<file path="src/rtl/fpdec_pkg.sv">
package fpdec_pkg;

  typedef enum logic [1:0] {
    W_NONE = 2'd0,
    W_SGL  = 2'd1,
    W_DBL  = 2'd2,
    W_QUAD = 2'd3
  } opw_e;

  typedef struct packed {
    logic known;
    logic take_sub;
    logic take_quad;
    opw_e w_dst;
    opw_e w_src2;
    opw_e w_src1;
  } opinfo_t;

  localparam int unsigned FAULT_W     = 3;
  localparam logic [FAULT_W-1:0] FK_SUB    = 3'd2;
  localparam logic [FAULT_W-1:0] FK_QUAD   = 3'd3;
  localparam logic [FAULT_W-1:0] FK_BADREG = 3'd6;

  localparam int unsigned OPF_LSB = 5;
  localparam int unsigned OPF_W   = 9;
  localparam int unsigned S1_LSB  = 14;
  localparam int unsigned S2_LSB  = 0;
  localparam int unsigned D_LSB   = 25;

  localparam logic [31:0] GRP_MASK  = 32'hC1F8_0000;
  localparam logic [31:0] GRP_ARITH = 32'h81A0_0000;
  localparam logic [31:0] GRP_CMP   = 32'h81A8_0000;

  function automatic opinfo_t mk(input logic sub, input logic quad,
                                 input opw_e d, input opw_e s2, input opw_e s1);
    opinfo_t r;
    r.known     = 1'b1;
    r.take_sub  = sub;
    r.take_quad = quad;
    r.w_dst     = d;
    r.w_src2    = s2;
    r.w_src1    = s1;
    return r;
  endfunction

  function automatic opinfo_t lookup(input logic cmp_grp, input logic [OPF_W-1:0] opf);
    opinfo_t r;
    r = '0;
    if (cmp_grp) begin
      case (opf)
        9'h053, 9'h057: r = mk(1'b0, 1'b1, W_NONE, W_QUAD, W_QUAD);
        default:        r = '0;
      endcase
    end else begin
      case (opf)
        9'h003, 9'h007, 9'h00b, 9'h02b:
                        r = mk(1'b0, 1'b1, W_QUAD, W_QUAD, W_NONE);
        9'h043, 9'h047, 9'h04b, 9'h04f:
                        r = mk(1'b0, 1'b1, W_QUAD, W_QUAD, W_QUAD);
        9'h06e:         r = mk(1'b0, 1'b1, W_QUAD, W_DBL,  W_DBL);
        9'h083, 9'h0cb: r = mk(1'b0, 1'b1, W_DBL,  W_QUAD, W_NONE);
        9'h08c, 9'h0ce: r = mk(1'b0, 1'b1, W_QUAD, W_DBL,  W_NONE);
        9'h0c7, 9'h0d3: r = mk(1'b0, 1'b1, W_SGL,  W_QUAD, W_NONE);
        9'h0cc, 9'h0cd: r = mk(1'b0, 1'b1, W_QUAD, W_SGL,  W_NONE);
        9'h029:         r = mk(1'b1, 1'b1, W_SGL,  W_SGL,  W_NONE);
        9'h02a:         r = mk(1'b1, 1'b1, W_DBL,  W_DBL,  W_NONE);
        9'h041, 9'h045, 9'h049, 9'h04d:
                        r = mk(1'b1, 1'b0, W_SGL,  W_SGL,  W_SGL);
        9'h042, 9'h046, 9'h04a, 9'h04e:
                        r = mk(1'b1, 1'b0, W_DBL,  W_DBL,  W_DBL);
        9'h069:         r = mk(1'b1, 1'b0, W_DBL,  W_SGL,  W_SGL);
        9'h081, 9'h0c9, 9'h0c8:
                        r = mk(1'b1, 1'b0, W_DBL,  W_SGL,  W_NONE);
        9'h082, 9'h088: r = mk(1'b1, 1'b0, W_DBL,  W_DBL,  W_NONE);
        9'h0c6, 9'h0d2, 9'h084:
                        r = mk(1'b1, 1'b0, W_SGL,  W_DBL,  W_NONE);
        9'h0d1:         r = mk(1'b1, 1'b0, W_SGL,  W_SGL,  W_NONE);
        default:        r = '0;
      endcase
    end
    return r;
  endfunction

endpackage

</file>
<file path="src/rtl/fpdec_optable.sv">
module fpdec_optable
  import fpdec_pkg::*;
#(
  parameter int unsigned INSN_W = 32
) (
  input  logic [INSN_W-1:0] instr,
  output opinfo_t           info
);
  logic is_arith;
  logic is_cmp;
  logic [OPF_W-1:0] opf;
  opinfo_t raw;

  always_comb begin
    is_arith = ((instr & GRP_MASK) == GRP_ARITH);
    is_cmp   = ((instr & GRP_MASK) == GRP_CMP);
    opf      = instr[OPF_LSB +: OPF_W];
    raw      = lookup(is_cmp, opf);
    info     = (is_arith || is_cmp) ? raw : '0;
  end
endmodule

</file>
<file path="src/rtl/fpdec_specmap.sv">
module fpdec_specmap
  import fpdec_pkg::*;
#(
  parameter int unsigned SPEC_W = 5,
  localparam int unsigned IDX_W = SPEC_W + 1
) (
  input  logic [SPEC_W-1:0] spec,
  input  opw_e              width,
  input  logic              saved_lo,
  input  logic              saved_hi,
  output logic [IDX_W-1:0]  idx,
  output logic              present,
  output logic              illegal,
  output logic              upper,
  output logic              reads_zero
);
  always_comb begin
    present = (width != W_NONE);
    unique case (width)
      W_NONE:  idx = '0;
      W_SGL:   idx = {1'b0, spec};
      default: idx = {spec[0], spec[SPEC_W-1:1], 1'b0};
    endcase
    illegal    = (width == W_QUAD) && spec[1];
    upper      = idx[IDX_W-1];
    reads_zero = present && (upper ? !saved_hi : !saved_lo);
  end
endmodule

</file>
<file path="src/rtl/fp_regspec_decode.sv">
module fp_regspec_decode
  import fpdec_pkg::*;
#(
  parameter int unsigned INSN_W = 32,
  parameter int unsigned SPEC_W = 5,
  localparam int unsigned IDX_W = SPEC_W + 1,
  localparam int unsigned N_OPS = 3
) (
  input  logic               clk,
  input  logic               rst_n,
  input  logic               in_valid,
  input  logic [INSN_W-1:0]  instr,
  input  logic [FAULT_W-1:0] fault_kind,
  input  logic               saved_lo,
  input  logic               saved_hi,
  output logic               out_valid,
  output logic               accepted,
  output logic               bad_spec,
  output logic [FAULT_W-1:0] fault_kind_next,
  output logic [IDX_W-1:0]   src1_idx,
  output logic [IDX_W-1:0]   src2_idx,
  output logic [IDX_W-1:0]   dst_idx,
  output logic               src1_zero,
  output logic               src2_zero,
  output logic               mark_lo,
  output logic               mark_hi
);
  localparam int unsigned OP_S1 = 0;
  localparam int unsigned OP_S2 = 1;
  localparam int unsigned OP_D  = 2;

  opinfo_t info;
  logic [SPEC_W-1:0] spec_a  [N_OPS];
  opw_e              width_a [N_OPS];
  logic [IDX_W-1:0]  idx_a   [N_OPS];
  logic [N_OPS-1:0]  pres_a, ill_a, up_a, zero_a;

  fpdec_optable #(.INSN_W(INSN_W)) u_table (
    .instr (instr),
    .info  (info)
  );

  always_comb begin
    spec_a[OP_S1]  = instr[S1_LSB +: SPEC_W];
    spec_a[OP_S2]  = instr[S2_LSB +: SPEC_W];
    spec_a[OP_D]   = instr[D_LSB  +: SPEC_W];
    width_a[OP_S1] = info.w_src1;
    width_a[OP_S2] = info.w_src2;
    width_a[OP_D]  = info.w_dst;
  end

  for (genvar g = 0; g < N_OPS; g++) begin : g_op
    fpdec_specmap #(.SPEC_W(SPEC_W)) u_map (
      .spec       (spec_a[g]),
      .width      (width_a[g]),
      .saved_lo   (saved_lo),
      .saved_hi   (saved_hi),
      .idx        (idx_a[g]),
      .present    (pres_a[g]),
      .illegal    (ill_a[g]),
      .upper      (up_a[g]),
      .reads_zero (zero_a[g])
    );
  end

  // next-state
  logic kind_ok, any_ill, go;
  logic               acc_d, bad_d, z1_d, z2_d, mlo_d, mhi_d;
  logic [FAULT_W-1:0] fk_d;
  logic [IDX_W-1:0]   i1_d, i2_d, id_d;

  always_comb begin
    kind_ok = info.known &&
              ((info.take_sub  && (fault_kind == FK_SUB)) ||
               (info.take_quad && (fault_kind == FK_QUAD)));
    any_ill = |ill_a;
    go      = kind_ok && !any_ill;
    acc_d   = in_valid && go;
    bad_d   = in_valid && kind_ok && any_ill;
    if (!kind_ok)     fk_d = fault_kind;
    else if (any_ill) fk_d = FK_BADREG;
    else              fk_d = '0;
    i1_d  = go ? idx_a[OP_S1] : '0;
    i2_d  = go ? idx_a[OP_S2] : '0;
    id_d  = go ? idx_a[OP_D]  : '0;
    z1_d  = acc_d && zero_a[OP_S1];
    z2_d  = acc_d && zero_a[OP_S2];
    mlo_d = acc_d && pres_a[OP_D] && !up_a[OP_D];
    mhi_d = acc_d && pres_a[OP_D] &&  up_a[OP_D];
  end

  // flag registers: follow the request every cycle
  always_ff @(posedge clk or negedge rst_n) begin
    if (!rst_n) begin
      out_valid <= 1'b0;
      accepted  <= 1'b0;
      bad_spec  <= 1'b0;
      src1_zero <= 1'b0;
      src2_zero <= 1'b0;
      mark_lo   <= 1'b0;
      mark_hi   <= 1'b0;
    end else begin
      out_valid <= in_valid;
      accepted  <= acc_d;
      bad_spec  <= bad_d;
      src1_zero <= z1_d;
      src2_zero <= z2_d;
      mark_lo   <= mlo_d;
      mark_hi   <= mhi_d;
    end
  end

  // payload registers: loaded only on a request
  always_ff @(posedge clk or negedge rst_n) begin
    if (!rst_n) begin
      fault_kind_next <= '0;
      src1_idx        <= '0;
      src2_idx        <= '0;
      dst_idx         <= '0;
    end else if (in_valid) begin
      fault_kind_next <= fk_d;
      src1_idx        <= i1_d;
      src2_idx        <= i2_d;
      dst_idx         <= id_d;
    end
  end

  assert_badreg_code_R5: assert property (@(posedge clk) disable iff (!rst_n)
    bad_spec |-> (fault_kind_next == FK_BADREG) && !accepted && !mark_lo && !mark_hi);

  assert_clear_on_accept_R7: assert property (@(posedge clk) disable iff (!rst_n)
    accepted |-> (fault_kind_next == '0) && !bad_spec);

  assert_one_half_R9: assert property (@(posedge clk) disable iff (!rst_n)
    $onehot0({mark_lo, mark_hi}));

  assert_mark_follows_index_R9: assert property (@(posedge clk) disable iff (!rst_n)
    mark_hi |-> dst_idx[IDX_W-1]);

  assert_idle_quiet_R10: assert property (@(posedge clk) disable iff (!rst_n)
    !out_valid |-> !accepted && !bad_spec && !mark_lo && !mark_hi);

  assert_latency_R10: assert property (@(posedge clk) disable iff (!rst_n)
    in_valid |=> out_valid);

  assert_mismatch_keeps_R6: assert property (@(posedge clk) disable iff (!rst_n)
    (in_valid && !kind_ok) |=> (fault_kind_next == $past(fault_kind)) && !accepted);
endmodule

</file>
<file path="config.mk">
export PLATFORM = sky130hd
export DESIGN_NAME = fp_regspec_decode
export DESIGN_NICKNAME = d
export VERILOG_FILES = /design/src/rtl/fpdec_pkg.sv /design/src/rtl/fpdec_optable.sv /design/src/rtl/fpdec_specmap.sv /design/src/rtl/fp_regspec_decode.sv
export SDC_FILE = /design/constraint.sdc
export NUM_CORES = 1
export LEC_CHECK = 0
export BUFFER_PORTS_ARGS = -buffer_cell sky130_fd_sc_hd__buf_2
export CAP_MARGIN = 20
export CELL_PAD_IN_SITES_DETAIL_PLACEMENT = 2
export CELL_PAD_IN_SITES_GLOBAL_PLACEMENT = 2
export CORE_MARGIN = 2
export CORE_UTILIZATION = 25
export CTS_CLUSTER_DIAMETER = 120
export DETAILED_ROUTE_END_ITERATION = 10
export GPL_TIMING_DRIVEN = 0
export PLACE_DENSITY = 0.72
export SLEW_MARGIN = 5
export SYNTH_ARGS = -nofsm -noshare
export SYNTH_HDL_FRONTEND = slang
export SYNTH_SLANG_ARGS = --single-unit
</file>
<file path="constraint.sdc">
create_clock -name clk -period 0.8 [get_ports clk]
set_input_delay 0.24 -clock clk [delete_from_list [all_inputs] [get_ports clk]]
set_output_delay 0.24 -clock clk [all_outputs]
set_load 0.005 [all_outputs]
</file>
==> qor.yml <==
status: "finished with violations"
failed_checks: "negative hold slack, negative setup slack"
grt_use_total_pct: 17.3
setup_viol: 55
syn_inst: 183
skew_ns: 0
clkTransAtPathRegs_ns: 0.10
yosysSeqAreaShare_pct: 40.6
hpwl_um: 4500
path_common_cell: "or4_4"
clock_latency_ns: 0.28
fillers: 751
seq_area_um2: 701
rsz0062_at_grt: "yes"
portBuffers: 64
grt_overflow: 0
setup_ws_ns: -1.67
synth_area_per_cell_um2: 9.44
area_growth_pct: 65.7
cp-end-kind: "flop"
cts_tree: "built"
diodes: 0
vias: 1933
cp_max_fo: 5
drive_gt1_share_pct: 56.2
start_util_pct: 25.6
final_core_util_pct: 42.3
h-tree-depth: 1
clock_path_buffers: 2
p_switching_uw: 787
gp_congestion: 0.785
die_w_um: 87.1
start_kind: "input pin"
antenna_left: 0
place_inst: 327
period_minus_slack_ns: 2.47
cp_slowest_cell: "or4b_4"
synth.net_count: 223
coreArea_mm2: 0.00676
drc_errors: 0
critPathMaxStageDelay_ns: 0.54
relSlewSlack_pct: 55.8
synthFlopType: "dfrtp_1"
synth_edf_count: 0
dieArea_mm2: 0.00759
crit_buf_inv: 3
wl_um: 7140
cpLargestDelayFamily: "simple AND/OR/NAND/NOR gates"
finish.cell_count_without_fillers: 372
ctsRootBufferMaster: "clkbuf_8"
path_cells: "buf_8 > or4b_4 > or4_4 > a21oi_4 > nor4_2 > nand2_1 > a31oi_2 > or4_4 > inv_4 > buf_4 > a32o_1"
antenna_found_initial: 0
viasPerCell: 5.20
synthArstFlopShare_pct: 100
crit_type: "input pin to flop"
maxSlewViolCount: 0
combPwrFrac_pct: 20.5
clock_sinks: 28
crit_start: "instr[13]"
dr.pass1.iters: 4
power.share.sequential_pct: 50.8
r2r_start: "dst_idx[2]"
ys_seq_elements: 28
numCtsBuffers: 3
grt_pass1_wl_um: 10400
worstPathArrival_ns: 2.68
hold_class: "input pin to asynchronous set/reset pin"
leakage_uw: 0.00137
nets: 334
period_share_pct: 308
grt_max_degree: 29
cap_violations: 0
max-vdd-ir-drop_v: 0.000492
power.share.clock_pct: 28.7
grt_pass1_vias: 2028
synth_area_mm2: 0.00173
mostFrequentLayoutCell: "buf_2"
p_per_area_mw_per_mm2: 990
switching_share_pct: 27.8
die_h_um: 87.1
finalHoldViolCount: 28
io_pins: 68
whs_ns: -0.0244
internal_power_uw: 2040
tightest_slew_ns: 0.662
multiInputGateArea_mm2: 0.00121
clock.fmax_mhz: 405
layout_common_cells: "60 x buf_2, 42 x buf_4, 28 x dfrtp_1"
routedWlPerCell_um: 19.2
worstPathRequired_ns: 1.02
ys_warn_count: 0
synth_cell_type_count: 53
ff2ff_setup_slack_ns: -0.18
num_rows: 30
drtIter0Drc: 47
-- state kept, by name, indices dropped and copies added (netlist names), 3 cells and up --
signal and cells:
src2_idx 6, src1_idx 6, dst_idx 6, fault_kind_next 3
-- synth_stat cells, drive strengths merged, types with 3 or more instances --
cell     number  area, um2
nor2b         4       25.0
mux2i         3       30.0
nand4         3       18.8
nand2b        5       31.3
buf           5       37.5
or4           4       33.8
dfrtp        28        701
o2bb2ai      11       96.3
a21oi         4       20.0
nor4          4       25.0
clkbuf        5       18.8
or3           6       37.5
a32o          4       40.0
a31oi         3       18.8
nand3b        3       22.5
a22o          5       43.8
nor3          6       35.0
o21ai         4       20.0
nand2        12       45.0
and3          4       25.0
nor2         18       67.6
inv           6       22.5
-- layout make-up --
type	instances	share of cell area [%]
Timing Repair Buffer	106	23.7
Multi-Input combinational cell	139	42.4
Clock buffer	3	1.44
Tap cell	80	3.50
Buffer	10	3.59
Sequential cell	28	24.5
Inverter	6	0.875
-- worst paths after layout --
check,end,cells after the start
setup / recovery,dst_idx[2],11
hold / removal,bad_spec,1
setup reg to reg,dst_idx[2],3
hold reg to reg,src1_idx[1],1
max in group asynchronous,mark_lo,1
min in group clk,out_valid,1
-- layer usage --
metal	vias up	wire length (um)	GRT usage (%)
met5	-	0	0
met3	9	279	1.71
met2	57	3970	33.0
li1	911	-	-
met4	0	86	2.94
met1	956	2810	21.2
-- through the flow --
step	area [um2]	setup WS (ns)	power (uW)	setup TNS (ns)	hold WS [ns]
after floorplan	1740	-1.74	1650	-44.31	-0.0556
after global placement	2160	-2.32	1860	-59.46	0.305
after detailed placement	2160	-2.32	1860	-59.48	0.305
after CTS	2570	-1.65	2720	-48.73	0.00451
after global routing	2860	-1.76	2960	-52.27	0.0179
final	2860	-1.67	2830	-48.61	-0.0244
-- power by group through the flow --
stage                     clock (uW)  sequential (uW)  combinational (uW)
final                            813             1440                 580
after floorplan                    0             1470                 178
after detailed placement           0             1470                 397
after CTS                        791             1440                 493
after global routing             883             1440                 634
after global placement             0             1470                 390
-- cells by family (layout without fill, tap and decap cells) --
family          Yosys count  in the layout  share of synthesized area, %
xor+xnor                  4              4                          2.03
flops                    28             28                          40.6
compound gates           46             46                          21.5
mux                       4              4                          2.39
simple gates             85             85                          28.9
buf+inv                  16            125                          4.56
-- what timing repair did --
item | CTS | global route
setup buffers | 20 | 20
pin swaps | 13 | 12
endpoints found under the setup margin | 55 | 55
gates cloned | 1 | 1
resized for setup | 47 | 27
hold buffers | 0 | 0
Power figures use the tool's default switching activity.
